File: config.mk
export PLATFORM = sky130hd
export DESIGN_NAME = utl2_slave_port
export DESIGN_NICKNAME = d
export VERILOG_FILES = /design/src/rtl/utl2_pkg.sv /design/src/rtl/utl2_addr_match.sv /design/src/rtl/utl2_cell_len.sv /design/src/rtl/utl2_up_path.sv /design/src/rtl/utl2_dn_path.sv /design/src/rtl/utl2_slave_port.sv
export SDC_FILE = /design/constraint.sdc
export NUM_CORES = 2
export LEC_CHECK = 0
export BUFFER_PORTS_ARGS = -buffer_cell sky130_fd_sc_hd__buf_2
export CAP_MARGIN = 20
export CORE_ASPECT_RATIO = 0.8
export CORE_MARGIN = 8
export CORE_UTILIZATION = 40
export DETAILED_ROUTE_END_ITERATION = 10
export PLACE_DENSITY_LB_ADDON = 0.25
export SYNTH_ARGS = -nofsm -noshare
export SYNTH_HDL_FRONTEND = slang
export SYNTH_SLANG_ARGS = --single-unit
export TNS_END_PERCENT = 1
File: constraint.sdc
create_clock -name clk -period 4.7 [get_ports clk]
set_clock_uncertainty 0.15 [all_clocks]
set_input_delay 0.705 -clock clk [delete_from_list [all_inputs] [get_ports clk]]
set_output_delay 0.705 -clock clk [all_outputs]
set_load 0.005 [all_outputs]
File: src/rtl/utl2_pkg.sv
`timescale 1ns/1ps
package utl2_pkg;
    localparam int unsigned ADDR_W = 5;
    localparam logic [ADDR_W-1:0] IDLE_ADDR = 5'd31;

    // parity bit that makes the word plus the bit hold an odd number of ones
    function automatic logic odd_par(input logic [31:0] w);
        return ~(^w);
    endfunction
endpackage

File: src/rtl/utl2_addr_match.sv
`timescale 1ns/1ps
module utl2_addr_match
    import utl2_pkg::*;
(
    input  logic [ADDR_W-1:0] bus_addr,
    input  logic [ADDR_W-1:0] cfg_addr,
    output logic              hit
);
    // idle address can never be claimed
    assign hit = (bus_addr == cfg_addr) && (cfg_addr != IDLE_ADDR);
endmodule

File: src/rtl/utl2_cell_len.sv
`timescale 1ns/1ps
module utl2_cell_len #(
    parameter int DATA_W = 16,
    parameter int BYTE_W = 7,
    parameter int IDX_W  = 6
) (
    input  logic [BYTE_W-1:0] cell_bytes,
    input  logic              tag_en,
    output logic [IDX_W-1:0]  cell_words,
    output logic [IDX_W-1:0]  pay_words
);
    localparam int SH = (DATA_W == 16) ? 1 : 0;
    logic [BYTE_W-1:0] words_full;

    assign words_full = cell_bytes >> SH;
    assign cell_words = IDX_W'(words_full);
    assign pay_words  = cell_words - IDX_W'(tag_en);
endmodule

File: src/rtl/utl2_up_path.sv
`timescale 1ns/1ps
module utl2_up_path
    import utl2_pkg::*;
#(
    parameter int DATA_W = 16,
    parameter int IDX_W  = 6
) (
    input  logic              clk,
    input  logic              rst_n,
    input  logic [IDX_W-1:0]  cell_words,
    input  logic [IDX_W-1:0]  pay_words,
    input  logic              tag_en,
    input  logic [DATA_W-1:0] tag_word,
    input  logic              hit,
    input  logic              bus_en,
    input  logic              core_valid,
    input  logic [DATA_W-1:0] core_data,
    output logic              core_ready,
    output logic              clav,
    output logic              oe,
    output logic [DATA_W-1:0] data,
    output logic              par,
    output logic              soc
);
    localparam int DEPTH = 1 << IDX_W;
    localparam logic [IDX_W-1:0] ONE = IDX_W'(1);

    typedef struct packed {
        logic              full;
        logic              busy;
        logic [IDX_W-1:0]  fill;
        logic [IDX_W-1:0]  idx;
        logic              clav;
        logic              oe;
        logic              soc;
        logic              par;
        logic [DATA_W-1:0] data;
    } up_state_t;

    up_state_t s_q, s_d;
    logic [DATA_W-1:0] mem [DEPTH];
    logic              wr_en;
    logic [IDX_W-1:0]  wr_addr;
    logic              start;
    logic [IDX_W-1:0]  send_idx;
    logic [IDX_W-1:0]  rd_addr;
    logic [DATA_W-1:0] send_word;

    always_comb begin
        s_d        = s_q;
        core_ready = !s_q.full && !s_q.busy;
        wr_en      = 1'b0;
        wr_addr    = s_q.fill;
        start      = bus_en && hit && s_q.full && !s_q.busy;

        // filling from the core
        if (core_ready && core_valid) begin
            wr_en = 1'b1;
            if (s_q.fill == pay_words - ONE) begin
                s_d.full = 1'b1;
                s_d.fill = '0;
            end else begin
                s_d.fill = s_q.fill + ONE;
            end
        end

        // word selection: tag first when enabled
        send_idx  = start ? '0 : s_q.idx;
        rd_addr   = send_idx - IDX_W'(tag_en);
        send_word = (tag_en && (send_idx == '0)) ? tag_word : mem[rd_addr];

        s_d.oe   = 1'b0;
        s_d.soc  = 1'b0;
        s_d.par  = 1'b0;
        s_d.data = '0;

        if (start) begin
            s_d.busy = 1'b1;
            s_d.idx  = ONE;
            s_d.oe   = 1'b1;
            s_d.soc  = 1'b1;
            s_d.data = send_word;
            s_d.par  = odd_par(32'(send_word));
        end else if (s_q.busy) begin
            if (s_q.idx == cell_words) begin
                s_d.busy = 1'b0;
                s_d.full = 1'b0;
                s_d.idx  = '0;
            end else begin
                s_d.idx  = s_q.idx + ONE;
                s_d.oe   = 1'b1;
                s_d.data = send_word;
                s_d.par  = odd_par(32'(send_word));
            end
        end

        s_d.clav = hit && s_d.full && !s_d.busy;
    end

    always_ff @(posedge clk) begin
        if (!rst_n) s_q <= '0;
        else        s_q <= s_d;
    end

    always_ff @(posedge clk) begin
        if (wr_en) mem[wr_addr] <= core_data;
    end

    assign clav = s_q.clav;
    assign oe   = s_q.oe;
    assign data = s_q.data;
    assign par  = s_q.par;
    assign soc  = s_q.soc;
endmodule

File: src/rtl/utl2_dn_path.sv
`timescale 1ns/1ps
module utl2_dn_path
    import utl2_pkg::*;
#(
    parameter int DATA_W = 16,
    parameter int IDX_W  = 6,
    parameter int CNT_W  = 8
) (
    input  logic              clk,
    input  logic              rst_n,
    input  logic [IDX_W-1:0]  cell_words,
    input  logic [IDX_W-1:0]  pay_words,
    input  logic              tag_en,
    input  logic              hit,
    input  logic              bus_en,
    input  logic [DATA_W-1:0] bus_data,
    input  logic              bus_par,
    input  logic              bus_soc,
    output logic              clav,
    output logic              core_valid,
    output logic [DATA_W-1:0] core_data,
    output logic              core_last,
    output logic              core_perr,
    input  logic              core_ready,
    output logic [CNT_W-1:0]  drop_cnt
);
    localparam int DEPTH = 1 << IDX_W;
    localparam logic [IDX_W-1:0] ONE = IDX_W'(1);

    typedef struct packed {
        logic              busy;
        logic              drop;
        logic              perr;
        logic              full;
        logic              cell_perr;
        logic [IDX_W-1:0]  idx;
        logic [IDX_W-1:0]  rd;
        logic              clav;
        logic [CNT_W-1:0]  drops;
    } dn_state_t;

    dn_state_t s_q, s_d;
    logic [DATA_W-1:0] mem [DEPTH];
    logic              wr_en;
    logic [IDX_W-1:0]  wr_addr;
    logic              start;
    logic              drop_now;
    logic              bad_now;

    always_comb begin
        s_d      = s_q;
        wr_en    = 1'b0;
        wr_addr  = s_q.idx - IDX_W'(tag_en);
        start    = bus_en && hit && !s_q.full && !s_q.busy;
        drop_now = (s_q.idx == '0) ? !bus_soc : s_q.drop;
        bad_now  = s_q.perr || (bus_par != odd_par(32'(bus_data)));

        if (start) begin
            s_d.busy = 1'b1;
            s_d.idx  = '0;
            s_d.drop = 1'b0;
            s_d.perr = 1'b0;
        end else if (s_q.busy) begin
            s_d.drop = drop_now;
            s_d.perr = bad_now;
            wr_en    = !drop_now && !(tag_en && (s_q.idx == '0));
            if (s_q.idx == cell_words - ONE) begin
                s_d.busy = 1'b0;
                s_d.idx  = '0;
                if (drop_now) begin
                    if (s_q.drops != '1) s_d.drops = s_q.drops + CNT_W'(1);
                end else begin
                    s_d.full      = 1'b1;
                    s_d.cell_perr = bad_now;
                    s_d.rd        = '0;
                end
            end else begin
                s_d.idx = s_q.idx + ONE;
            end
        end

        // draining toward the core
        core_valid = s_q.full;
        core_data  = mem[s_q.rd];
        core_last  = s_q.full && (s_q.rd == pay_words - ONE);
        core_perr  = s_q.full && s_q.cell_perr;
        if (s_q.full && core_ready) begin
            if (s_q.rd == pay_words - ONE) begin
                s_d.full = 1'b0;
                s_d.rd   = '0;
            end else begin
                s_d.rd = s_q.rd + ONE;
            end
        end

        s_d.clav = hit && !s_d.full && !s_d.busy;
    end

    always_ff @(posedge clk) begin
        if (!rst_n) s_q <= '0;
        else        s_q <= s_d;
    end

    always_ff @(posedge clk) begin
        if (wr_en) mem[wr_addr] <= bus_data;
    end

    assign clav     = s_q.clav;
    assign drop_cnt = s_q.drops;
endmodule

File: src/rtl/utl2_slave_port.sv
`timescale 1ns/1ps
module utl2_slave_port
    import utl2_pkg::*;
#(
    parameter int DATA_W    = 16,
    parameter int MAX_BYTES = 64,
    parameter int CNT_W     = 8
) (
    input  logic                           clk,
    input  logic                           rst_n,
    input  logic [4:0]                     cfg_addr,
    input  logic [$clog2(MAX_BYTES+1)-1:0] cfg_cell_bytes,
    input  logic                           cfg_tag_en,
    input  logic [DATA_W-1:0]              cfg_tag,
    input  logic [4:0]                     bus_addr,
    input  logic                           up_en,
    output logic                           up_clav,
    output logic                           up_oe,
    output logic [DATA_W-1:0]              up_data,
    output logic                           up_par,
    output logic                           up_soc,
    input  logic                           dn_en,
    input  logic [DATA_W-1:0]              dn_data,
    input  logic                           dn_par,
    input  logic                           dn_soc,
    output logic                           dn_clav,
    input  logic                           core_up_valid,
    input  logic [DATA_W-1:0]              core_up_data,
    output logic                           core_up_ready,
    output logic                           core_dn_valid,
    output logic [DATA_W-1:0]              core_dn_data,
    output logic                           core_dn_last,
    output logic                           core_dn_perr,
    input  logic                           core_dn_ready,
    output logic [CNT_W-1:0]               dn_drop_cnt
);
    localparam int BYTE_W    = $clog2(MAX_BYTES + 1);
    localparam int MAX_WORDS = MAX_BYTES / (DATA_W / 8);
    localparam int IDX_W     = $clog2(MAX_WORDS + 1);

    logic             hit;
    logic [IDX_W-1:0] cell_words;
    logic [IDX_W-1:0] pay_words;

    utl2_addr_match i_match (
        .bus_addr (bus_addr),
        .cfg_addr (cfg_addr),
        .hit      (hit)
    );

    utl2_cell_len #(.DATA_W(DATA_W), .BYTE_W(BYTE_W), .IDX_W(IDX_W)) i_len (
        .cell_bytes (cfg_cell_bytes),
        .tag_en     (cfg_tag_en),
        .cell_words (cell_words),
        .pay_words  (pay_words)
    );

    utl2_up_path #(.DATA_W(DATA_W), .IDX_W(IDX_W)) i_up (
        .clk        (clk),
        .rst_n      (rst_n),
        .cell_words (cell_words),
        .pay_words  (pay_words),
        .tag_en     (cfg_tag_en),
        .tag_word   (cfg_tag),
        .hit        (hit),
        .bus_en     (up_en),
        .core_valid (core_up_valid),
        .core_data  (core_up_data),
        .core_ready (core_up_ready),
        .clav       (up_clav),
        .oe         (up_oe),
        .data       (up_data),
        .par        (up_par),
        .soc        (up_soc)
    );

    utl2_dn_path #(.DATA_W(DATA_W), .IDX_W(IDX_W), .CNT_W(CNT_W)) i_dn (
        .clk        (clk),
        .rst_n      (rst_n),
        .cell_words (cell_words),
        .pay_words  (pay_words),
        .tag_en     (cfg_tag_en),
        .hit        (hit),
        .bus_en     (dn_en),
        .bus_data   (dn_data),
        .bus_par    (dn_par),
        .bus_soc    (dn_soc),
        .clav       (dn_clav),
        .core_valid (core_dn_valid),
        .core_data  (core_dn_data),
        .core_last  (core_dn_last),
        .core_perr  (core_dn_perr),
        .core_ready (core_dn_ready),
        .drop_cnt   (dn_drop_cnt)
    );
endmodule

# Word level (Yosys, flattened, before mapping)

Memories as Yosys holds them, arrays and structs flattened. A register that Yosys moved wholly into a read port is not among the register bits.
Cells that the tools add are included.

Register bits after elaboration: 60
Latch bits: 0
RAM bits: 2048
Bits in read-only memories: 0
Bits of input ports: 74
Logic and storage cells: 131
Memories kept: 2

Add/subtract/negate cells: 10
Multipliers: 0
Divide/modulo/power cells: 0
Magnitude comparators: 0
Eq/ne operators: 10
Shift-type cells: 0
Multiplexer cells: 43
Bitwise operators: 5
Reductions and logical operators: 42

Memory list:

| memory   | words | bits a word | rd ports | clocked after Yosys merged registers in | write ports | RTL line           | RTL |
|---|---|---|---|---|---|---|---|
| i_dn.mem | 64    | 16          | 1        | 1                                       | 1           | utl2_dn_path.sv:43 | `logic [DATA_W-1:0] mem [DEPTH];` |
| i_up.mem | 64    | 16          | 1        | 0                                       | 1           | utl2_up_path.sv:41 | `logic [DATA_W-1:0] mem [DEPTH];` |

Operators by type and width:

| kind                                                               | number |
|---|---|
| 17-bit 2-to-1 mux                                                  | 4 |
| 6-bit 2-to-1 mux                                                   | 11 |
| 32-bit parity                                                      | 2 |
| 6-bit by 1-bit adder with 6-bit output, second input constant      | 4 |
| 6-bit equality test                                                | 4 |
| 1-bit 2-to-1 mux                                                   | 21 |
| 1-bit logical AND                                                  | 19 |
| 6-bit by 1-bit subtractor with 6-bit output                        | 3 |
| 16-bit 2-to-1 mux                                                  | 1 |
| 6-bit zero test                                                    | 2 |
| 6-bit by 1-bit subtractor with 6-bit output, second input constant | 2 |
| 1-bit zero test                                                    | 10 |
| 2-bit 2-to-1 mux                                                   | 5 |
| 8-bit by 1-bit adder with 8-bit output, second input constant      | 1 |
| 8-bit != test, second input constant                               | 1 |
| 4-bit AND reduction                                                | 2 |
| 2-bit nonzero test                                                 | 3 |
| 5-bit equality test                                                | 1 |
| 5-bit != test, second input constant                               | 1 |
| 1-bit inverter                                                     | 5 |
| 5-bit AND reduction                                                | 1 |
| 2-bit != test, second input constant                               | 2 |
| 2-bit OR reduction                                                 | 2 |
| 3-bit 2-to-1 mux                                                   | 1 |
| 2 further kinds                                                    | 2 |

# Longest topological paths before layout

Word-level depth: 14
Mapped depth: 21

# Modules after synthesis

A second synthesis with hierarchy kept.

Cells, all modules: 4008
Area, all modules: 83342.4 um2

By module, submodules not included:

| module          | times used | cells an instance | area an instance (um2) |
|---|---|---|---|
| utl2_dn_path    | 1          | 1955              | 41617.4 |
| utl2_up_path    | 1          | 2023              | 41499.8 |
| utl2_cell_len   | 1          | 21                | 157.7 |
| utl2_addr_match | 1          | 9                 | 67.6 |

# Least setup slack after synthesis

Ideal clock, no wire load.

Path type: input-to-reg
Start point: input bus_addr[1]
End point: register i_up.s_q (netlist bit i_up.par)
Library setup time: 66 ps
Data arrival time: 4551 ps
Path slack: -67 ps
Stages on the path: 17
Cells stage by stage: xnor2_1 -> and4_1 -> nand3_1 -> nand2_1 -> ha_1 -> ha_1 -> buf_2 -> clkbuf_1 -> clkbuf_1 -> mux4_2 -> nand2_1 -> nand3_1 -> a31o_1 -> a221oi_1 -> xnor3_1 -> xnor3_1 -> nor2_1

Cells in the longest elaborated chain, start to end: 14
Elaborated cells between the ends (all ways): 16

Ends and longest elaborated chain:

| element                                                                        | RTL line                               | RTL |
|---|---|---|
| start, declared                                                                | utl2_slave_port.sv:15                  | `input logic [4:0] bus_addr,` |
| 5-bit equality test *                                                          | utl2_addr_match.sv:10                  | `assign hit = (bus_addr == cfg_addr) && (cfg_addr != IDLE_ADDR);` |
| 1-bit logical AND *                                                            | utl2_addr_match.sv:10                  |  |
| 1-bit logical AND * (3 in series)                                              | utl2_up_path.sv:54                     | `start = bus_en && hit && s_q.full && !s_q.busy;` |
| 6-bit 2-to-1 mux                                                               | utl2_up_path.sv:68                     | `send_idx = start ? '0 : s_q.idx;` |
| 6-bit by 1-bit subtractor with 6-bit output or 6-bit zero test (tied branches) | utl2_up_path.sv:69, utl2_up_path.sv:70 |  |
| memory read 64 x 16 bit or 1-bit logical AND (tied branches)                   | --                                     |  |
| 16-bit 2-to-1 mux                                                              | utl2_up_path.sv:70                     | `send_word = (tag_en && (send_idx == '0)) ? tag_word : mem[rd_addr];` |
| 32-bit parity                                                                  | utl2_pkg.sv:8                          | `return ~(^w);` |
| 1-bit inverter                                                                 | utl2_pkg.sv:8                          |  |
| 17-bit 2-to-1 mux                                                              | utl2_up_path.sv:85                     | `if (s_q.idx == cell_words) begin` |
| 17-bit 2-to-1 mux                                                              | utl2_up_path.sv:84                     | `end else if (s_q.busy) begin` |
| 17-bit 2-to-1 mux *                                                            | utl2_up_path.sv:77                     | `if (start) begin` |
| end signal, assigned                                                           | utl2_up_path.sv:101                    | `if (!rst_n) s_q <= '0;` |
| end signal, assigned                                                           | utl2_up_path.sv:102                    | `else s_q <= s_d;` |
| end, declared                                                                  | utl2_up_path.sv:40                     | `up_state_t s_q, s_d;` |

Every way passes the cells marked *; elsewhere a longest branch is shown, timed or not.
A chain may end at the register's enable or synchronous reset.

==> qor.txt <==
status - finished clean
Top cell by count, worst path - mux4_2
worst path required time - 3850 ps
CP cell instances - buf_12 > mux4_2 > mux4_2 > mux4_2 > buf_2
Inserted Clock Buffers - 202
Final Hold Viols - 0
final worst-path cycle share - 97.7%
RSZ-0062 raised after global routing - yes
R2R Path Start - i_up.s_q[33]$_SDFF_PN0_
CTS Root Cell - clkbuf_16
CP endpoint kind - primary output
CTS tree - built
Seq/Total Area, Yosys - 76.1%
CP max FO - 62
Arr. time, crit path - 3740 ps
startpoint types - register
Worst Tran Pin Value - 1260 ps
EDFF count, synth - 2048
most common cell after layout, fill and taps aside - edfxtp_1
share of cells above drive strength 1 - 33.5%
DR pass1 iterations - 5
Vias/cell - 5.64
pin count of the biggest net entering global routing - 66
HP Class - primary input to register
Initial Util - 40.1%
row count - 149
synthesized net count - 3962
gr ovfl total - 0
Tmin final - 4590 ps
core area - 206000 um2
vias in the first global route - 40591
#FFs+latches synth - 2113
nets@finish - 4470
Die Height - 422 um
P&R area growth vs syn - 16.7%
Cell Count Post-Placement - 6897
most frequent cells in the layout - edfxtp_1 (2048), mux4_2 (592), buf_4 (361)
fmax - 218 MHz
IO Port Bufs - 121
max cap viols - 0
Setup Crit Path Kind - register to primary output
fill count - 16927
most common flop cell mapped by yosys - edfxtp_1
VDD IR-drop max - 0.387 mV
HPWL after DPL - 130000 um
chip width - 524 um
Total GRT Usage - 18.8%
slowest CP cell - mux4_2
Slew Limit Fails - 0
Final GP Congestion - 0.829
Routed Antenna Nets - 0
YS warnings - 0
IO Pins - 123
PD cells - 404 nW/um2
total chip power - 38.9 mW
max incr delay on CP - 570 ps
Routed WL - 210000 um
post-route non-filler standard cell count - 7279
Post-Syn Area - 82500 um2
die area - 221000 um2
Avg Inst Size Synth - 21.3 um2
first-pass GRT wire length - 301000 um
clock sinks - 2113
via count of the routed design - 41019
worst-case clock buffer depth - 3
Skew-Pair Late Insertion Delay - 860 ps
number of setup buffers added after CTS - 0
clock slew at reported path FFs - 60 ps
Post-CTS Hold Buffers - 0
leakage power total - 30.4 nW
Max-slew headroom - 16.0%
count of cell types in the netlist - 69
final setup violation count - 0
wire per inst - 28.9 um
Async SR Flop Fraction - 0%
initial antenna violation count - 18
# DRC - 0
Mapped Cells - 3875
htree depth - 4
DRT iter0 DRCs - 5088
hold_sp - core_up_data[10]
[logic make-up after synthesis]
logic type	synth area share (%)
fa+ha+maj	0.197
simple gates	3.45
flops	76.1
mux	16.5
xor+xnor	0.958
buf+inv	1.41
compound gates	1.39
[cells in the mapped netlist (3+ instances only)]
master | number | area share, %
xnor3_1 | 3 | 0.082
mux2i_1 | 28 | 0.34
o32ai_1 | 3 | 0.032
a21boi_0 | 10 | 0.091
o21ai_0 | 16 | 0.097
nand3_1 | 83 | 0.50
xor2_1 | 30 | 0.32
buf_6 | 6 | 0.082
buf_2 | 57 | 0.35
a22o_1 | 6 | 0.064
o21ai_1 | 4 | 0.024
and3_1 | 26 | 0.20
buf_4 | 34 | 0.31
nor4_1 | 4 | 0.030
ha_1 | 13 | 0.20
mux4_2 | 592 | 16
clkbuf_1 | 95 | 0.43
o221ai_1 | 6 | 0.064
o2111a_1 | 3 | 0.041
a31oi_1 | 31 | 0.23
nand3b_1 | 7 | 0.064
a21oi_1 | 43 | 0.26
and2_1 | 9 | 0.068
or3_1 | 8 | 0.061
edfxtp_1 | 2048 | 75
o21a_1 | 3 | 0.027
nor2_1 | 212 | 0.96
nand2b_1 | 8 | 0.061
a221oi_1 | 11 | 0.12
inv_1 | 15 | 0.068
nand4_1 | 21 | 0.16
nor2b_1 | 12 | 0.091
buf_1 | 39 | 0.18
nor3_1 | 14 | 0.085
a22oi_1 | 4 | 0.036
o22ai_1 | 6 | 0.045
a311oi_1 | 3 | 0.032
nand2_1 | 213 | 0.97
xnor2_1 | 47 | 0.50
dfxtp_1 | 65 | 1.6
a311o_1 | 3 | 0.036
[final timing paths]
| check | depth (start not counted) | slack, ps | end |
|---|---|---|---|
| max reg2reg | 19 | 300 | i_up.par$_SDFF_PN0_ |
| min reg2reg | 2 | 310 | i_dn.s_q[23]$_SDFFE_PP0P_ |
| max | 5 | 110 | core_dn_data[6] |
| min | 1 | 70 | i_up.mem[53][10]$_DFFE_PP_ |
[flip-flops by register name, indices dropped and copies added, names as in the netlist, named ones only]
signal	flops
i_dn.clav	1
i_up.s_q	7
i_up.data	16
i_up.soc	1
i_dn.mem	1024
i_dn.core_valid	1
i_up.mem	1024
i_up.wr_addr	6
i_up.oe	1
i_up.par	1
i_up.clav	1
i_dn.s_q	16
i_dn.drop_cnt	8
[worst max-delay path, delay by kind of cell, from the launching register on]
kind                   cells  cell delay [ps]
buffers and inverters      2              610
flip-flops                 1              520
multiplexers               3             1680
[final cells by class]
| cell class | instances | area, um2 | share of cell area (%) |
|---|---|---|---|
| Timing Repair Buffer | 535 | 4400 | 4.56 |
| Clock buffer | 245 | 5330 | 5.54 |
| Multi-Input combinational cell | 1516 | 18800 | 19.5 |
| Antenna cell | 5 | 12.5 | 0.0130 |
| Clock inverter | 132 | 1480 | 1.54 |
| Sequential cell | 2113 | 62800 | 65.2 |
| Inverter | 15 | 56.3 | 0.0585 |
| Tap cell | 2718 | 3400 | 3.53 |
[layer usage]
layer  vias up  wire length, um  track usage [%]
met5         -                0                0
li1      17070                -                -
met3       240            17400             3.44
met1     22079            97700             30.1
met4         0             3750             4.07
met2      1630            91500             26.7
[stage by stage]
step | utilization [%] | area, um2 | setup slack (ps) | setup TNS (ps) | hold WS [ps]
after floorplan | - | 82500 | 1.56 | 0 | 282
after global placement | 43.5 | 89400 | -803 | -2150 | 294
after detailed placement | 43.5 | 89400 | -792 | -2020 | 305
after CTS | 46.8 | 96300 | 3.53 | 0 | 4.10
after global routing | 46.8 | 96300 | -50.0 | -141 | 32.5
final | 46.8 | 96300 | 109 | 0 | 69.3
[power by group]
part	internal, mW	switching [mW]	total, mW	leakage (nW)
logic	0.604	0.995	1.60	8.18
registers	20.7	0.0127	20.7	18.9
clock network	9.41	7.23	16.6	3.32
total	30.7	8.24	38.9	30.4
[what timing repair did]
item / in CTS / in global routing
gates resized for setup: 2 / 5
endpoints found under the hold margin: 0 / 0
gates cloned: 0 / 0
setup endpoints to repair: 2 / 10
No activity file was read; power rests on OpenSTA's default activity.
